==> src/rtl/readout_scanner.sv <==
module readout_scanner #(
  parameter int NSRC  = 8,
  parameter int NSLOT = 10,
  parameter int CW    = 4,
  parameter int NLINE = 10
) (
  input  logic                        clk,
  input  logic                        rst,
  input  logic                        step,
  input  logic [NSRC*CW-1:0]          src_col,
  input  logic [NSRC*CW-1:0]          src_row,
  input  logic                        disc,
  input  logic [CW-1:0]               ext_col,
  input  logic [CW-1:0]               ext_row,
  output logic [NLINE-1:0]            col_sel,
  output logic [NLINE-1:0]            row_sel,
  output logic                        disp_en,
  output logic                        word_trig,
  output logic [$clog2(NSRC)-1:0]     chan,
  output logic [$clog2(NSLOT+1)-1:0]  slot
);
  localparam int AW = $clog2(NSRC);
  localparam int SW = $clog2(NSLOT + 1);

  logic [CW-1:0]    cur_col, cur_row, pick_col, pick_row;
  logic [NLINE-1:0] col_hit, row_hit;
  logic             last_slot;

  assign last_slot = (slot == SW'(NSLOT));

  always_ff @(posedge clk) begin
    if (rst) begin
      chan      <= '0;
      slot      <= SW'(1);
      word_trig <= 1'b0;
    end else begin
      word_trig <= 1'b0;
      if (step) begin
        if (last_slot) begin
          slot      <= SW'(1);
          chan      <= (chan == AW'(NSRC - 1)) ? '0 : chan + 1'b1;
          word_trig <= 1'b1;
        end else begin
          slot <= slot + 1'b1;
        end
      end
    end
  end

  assign cur_col  = src_col[chan*CW +: CW];
  assign cur_row  = src_row[chan*CW +: CW];
  assign pick_col = disc ? ext_col : cur_col;
  assign pick_row = disc ? ext_row : cur_row;

  for (genvar k = 0; k < NLINE; k++) begin : g_line
    assign col_hit[k] = (pick_col == CW'(k + 1));
    assign row_hit[k] = (pick_row == CW'(k + 1));
  end

  assign disp_en = |col_hit;
  assign col_sel = disp_en ? col_hit : '0;
  assign row_sel = disp_en ? row_hit : '0;
endmodule

==> config.mk <==
export PLATFORM = sky130hd
export DESIGN_NAME = readout_scanner
export DESIGN_NICKNAME = d
export VERILOG_FILES = /design/src/rtl/readout_scanner.sv
export SDC_FILE = /design/constraint.sdc
export NUM_CORES = 1
export LEC_CHECK = 0
export CORE_ASPECT_RATIO = 1.75
export CORE_MARGIN = 3
export CORE_UTILIZATION = 30
export CTS_CLUSTER_SIZE = 30
export DETAILED_ROUTE_END_ITERATION = 7
export PLACE_DENSITY = 0.77
export SETUP_SLACK_MARGIN = 0.2
export SYNTH_ARGS = -nofsm -noshare
export SYNTH_HDL_FRONTEND = slang
export SYNTH_SLANG_ARGS = --single-unit
export TNS_END_PERCENT = 50
==> constraint.sdc <==
create_clock -name clk -period 2.05 [get_ports clk]
set_input_delay 0.41 -clock clk [delete_from_list [all_inputs] [get_ports clk]]
set_output_delay 0.41 -clock clk [all_outputs]
set_load 0.02 [all_outputs]
======== Word-level counts from Yosys, hierarchy flattened ========
Index checks and enable logic that the tools add are counted.
cells by class
  multiplexer cells ....................... 7
  reductions and logical operators ........ 3
  eq/ne operators ......................... 22
  bitwise logic cells ..................... 1
  shift-type cells ........................ 2
  add/sub/neg operators ................... 2
operators with widths
  operator                                        number
  variable part select 32 x 6 -> 4 bit            2
  == test 4 x 3 -> 1 bit (second input constant)  8
  == test 4 bit (second input constant)           7
  2-to-1 mux 10 bit                               2
  == test 4 x 2 -> 1 bit (second input constant)  4
  2-to-1 mux 4 bit                                3
  OR reduction 10 bit                             1
  == test 4 x 1 -> 1 bit (second input constant)  2
  adder 4 x 1 -> 4 bit (second input constant)    1
  adder 3 x 1 -> 3 bit (second input constant)    1
  == test 3 bit (second input constant)           1
  2-to-1 mux 3 bit                                1
  AND reduction 2 bit                             1
  OR reduction 2 bit                              1
  2-to-1 mux 1 bit                                1
  NOT 1 bit                                       1
storage, ports and cells
  logic and storage cells ................. 40
  output and inout bits ................... 29
  input bits .............................. 76
  bits in registers ....................... 8

======== Logic depth before layout (Yosys ltp) ========
  depth after elaboration ................. 5
  mapped depth ............................ 8
  depth with buffers taken out ............ 5

======== Worst setup path after synthesis ========
Ideal clock, no wire load.
  kind .................................... reg2out
  start ................................... register chan[0]
  end ..................................... output port row_sel[3]
  arrival time ............................ 2.567 ns
  cell stages (with the launch flop) ...... 9
  required time ........................... 1.640 ns
  path buffers ............................ 3
  setup slack ............................. -0.927 ns
  cell sequence ........................... dfxtp_1 -> buf_6 -> buf_12 -> mux2_1 -> o22ai_2 -> o31a_1 -> o21ai_1 -> buf_2 -> a2111oi_1
on the way
  cells in the longest elaborated chain, start to end .. 5
  elaborated cells between the ends (all ways) .. 17
ends and longest elaborated chain
  what                                            line  source
  from (decl)                                     19    output logic [$clog2(NSRC)-1:0] chan,
  from (signal assigned)                          41    chan <= (chan == AW'(NSRC - 1)) ? '0 : chan + 1'b1;
  variable part select 32 x 6 -> 4 bit            50    assign cur_col = src_col[chan*CW +: CW];
  2-to-1 mux 4 bit                                52    assign pick_col = disc ? ext_col : cur_col;
  == test 4 x 1 -> 1 bit (tied with other cells)  56    assign col_hit[k] = (pick_col == CW'(k + 1));
  OR reduction 10 bit                             60    assign disp_en = |col_hit;
  2-to-1 mux 10 bit (*)                           62    assign row_sel = disp_en ? row_hit : '0;
  to (decl)                                       16    output logic [NLINE-1:0] row_sel,
Mark *: on every way between the ends. The rest lies on a longest branch, timed or not.

======== Worst setup path in the final report ========
  start ................................... input port src_col[18]
  end ..................................... output port row_sel[5]
on the way
  cells in the longest elaborated chain, start to end .. 5
  elaborated cells between the ends (all ways) .. 14
ends and longest elaborated chain
  what                                            line  source
  from (decl)                                     10    input logic [NSRC*CW-1:0] src_col,
  variable part select 32 x 6 -> 4 bit (*)        50
  2-to-1 mux 4 bit (*)                            52
  == test 4 x 1 -> 1 bit (tied with other cells)  56
  OR reduction 10 bit (*)                         60
  2-to-1 mux 10 bit (*)                           62
Marked as above.

==> flow_summary.yaml <==
floorplan:
  die_h_um: 94.2
  dieArea_um2: 5310
  core_area_um2: 4230
  rows: 31
  die_w_um: 56.4
  start_util: 0.315
  io_pins: 105
global_routing:
  grt.overflow.total: 0
  use_met1: 0.212
  grt_antenna_before_repair: 0
  grt_max_degree: 22
  busiest_layer: "met2"
  grt_use_met3: 0.0289
  grt_pass1_wl_mm: 8.95
  grtUsageTotal: 0.210
  grt_pass1_vias: 1919
  use_met2: 0.435
timing:
  slew_viol_final: 0
  finalClockSkew_ns: 0.00458
  rsz0062_at_grt: "true"
  fin_crit_sh: 1.35
  fin_crit_ns: 2.77
  setup_viol: 21
  setup_slack_ns: -0.717
  worstMarginPinSlew_ns: 0.399
  slew_headroom: 0.733
  hold_viol: 0
  clock.fmax_mhz: 361
pwr:
  power_frac_seq: 0.183
  internal_power_uw: 609
  switching_power_uw: 302
  power_density_nw_per_um2: 287
  p_sw_frac: 0.331
  p_comb_frac: 0.600
  p_clk_frac: 0.218
  ir_worst_vdd_uv: 391
  p_leak_nw: 1.27
finish:
  nets: 374
  drive_above_1_share: 0.410
  area_growth_pct: 138
  antennaDiodeCount: 0
  final_util: 0.751
  n_fill_cell: 291
  fin_area_um2: 3170
cts:
  clk_path_buf_depth: 2
  cts_tree: "done"
  cts-buffers-inserted: 3
  cts.sinks: 8
  worstSkewPairLatency_ns: 0.23
  clk_pin_slew_ns: 0.04
  cts.htree.levels: 1
  ctsHoldBuffers: 0
  cts_root_buf: "clkbuf_8"
route:
  ant_nets: 0
  wl_mm: 5.79
  avgRoutedWirePerCell_um: 16.8
  drc: 0
  dr_total_vias: 1755
  drt_iter0_markers: 40
  routed_via_density: 5.10
  dr.pass1.iters: 3
synthesis:
  seq_area_frac_synth: 0.120
  syn_avg_cell_area_um2: 8.38
  async_flop_share: 0
  synth_common_cells: "nand2_1, mux2i_1, nor2_1"
  yosys_warnings: 0
  synth.area.top_cells: "mux2i_1, dfxtp_1, mux2_2"
  syn-instance-count: 159
  synth_edf_count: 0
  synth_area_um2: 1330
  synth_area_leader_cell: "mux2i_1"
  synth_fp_nets: 237
  yosys.cell_types.count: 34
  ys.flop_type: "dfxtp_1"
  synth_seq_cells: 8
  yosysMostFrequentCell: "nand2_1"
  synth_top_area_share: 0.143
worst_setup_path:
  critPathMaxFanout: 5
  required_ns: 1.64
  critPathKind: "input port to output pin"
  critical_path_arrival_ns: 2.36
  cp-end-kind: "output pin"
  cp-start-kind: "input port"
status:
  status: "finished with violations"
  violations: "negative setup slack"
place:
  placed_area_um2: 2770
  portBuffers: 104
  gp_congestion: 0.750
  hpwl_mm: 4.33
flow_run:
  max-cap-violations: 0
min_path:
  hp-class: "flop to flop"
[per-layer routing]
| metal | routed length (um) | share of wire |
|---|---|---|
| met2 | 3470 | 0.60 |
| met5 | 0 | 0 |
| met1 | 2040 | 0.35 |
| met3 | 251 | 0.043 |
| met4 | 26 | 0.0045 |
[repair_timing]
action	4_1_cts	5_1_grt
resized for setup	132	32
buffers inserted	10	5
gates cloned	2	0
endpoints found under the hold margin	0	0
pin swaps	17	8
endpoints found under the setup margin	22	21
[path summary, 6_finish.rpt]
check	start	endpoint	slack [ns]	depth (start not counted)
min	slot[2]	slot[3]	0.55	2
max	src_col[18]	row_sel[5]	-0.72	8
max reg2reg	chan[0]	chan[2]	0.70	5
min reg2reg	slot[2]	slot[3]	0.55	2
[state kept, by name, indices dropped and copies added, names as in the netlist]
name,flops
word_trig,1
chan,3
slot,4
[layout by cell type, fill, tap and decap left out, types with 7 or more instances in the layout]
master	Yosys	layout
nor2_1	18	15
buf_4	0	41
mux2i_1	19	18
buf_6	4	8
a22o_1	8	8
a2111oi_4	0	10
nand2_1	22	14
buf_12	1	8
mux2_2	11	7
dlymetal6s2s_1	0	11
clkdlybuf4s50_1	0	71
[critical path, cell delays in order]
cell             delay (ns)
clkdlybuf4s50_1        0.44
mux2_4                 0.30
o22ai_4                0.17
o31a_1                 0.23
o21ai_4                0.12
clkbuf_16              0.18
a2111oi_4              0.30
buf_4                  0.20
[power groups by stage]
stage	Sequential [mW]	Clock [mW]	Combinational, mW
2_1_floorplan	0.173	0	0.211
3_3_place_gp	0.169	0	0.457
3_5_place_dp	0.169	0	0.464
4_1_cts	0.166	0.206	0.523
5_1_grt	0.167	0.210	0.579
6_report	0.166	0.198	0.546
[cells by family after synthesis]
| kind of cell | after synthesis | share of synthesized area |
|---|---|---|
| mux | 35 | 0.281 |
| simple gates | 54 | 0.177 |
| compound gates | 47 | 0.327 |
| fa+ha+maj | 2 | 0.0188 |
| buf+inv | 12 | 0.0704 |
| flops | 8 | 0.120 |
| xor+xnor | 1 | 0.00657 |
[final cells by class]
type                            count  area (um2)  share of cell area
Tap cell                           49        61.3              0.0193
Sequential cell                     8         166              0.0524
Timing Repair Buffer              144        1480               0.465
Multi-Input combinational cell    139        1430               0.449
Clock buffer                        4        45.0              0.0142
[stage by stage]
step | worst slack (ns) | total power, mW | hold slack [ns] | TNS (ns) | instances
detailed placement | -1.20 | 0.633 | 0.532 | -22.69 | 323
finish | -0.717 | 0.911 | 0.553 | -12.81 | 344
global placement | -1.16 | 0.625 | 0.530 | -22.07 | 323
floorplan | -0.494 | 0.384 | 0.570 | -7.85 | 159
global route | -0.798 | 0.957 | 0.599 | -14.31 | 344
CTS | -0.728 | 0.895 | 0.555 | -12.47 | 339
(Power assumes the default switching activity.)
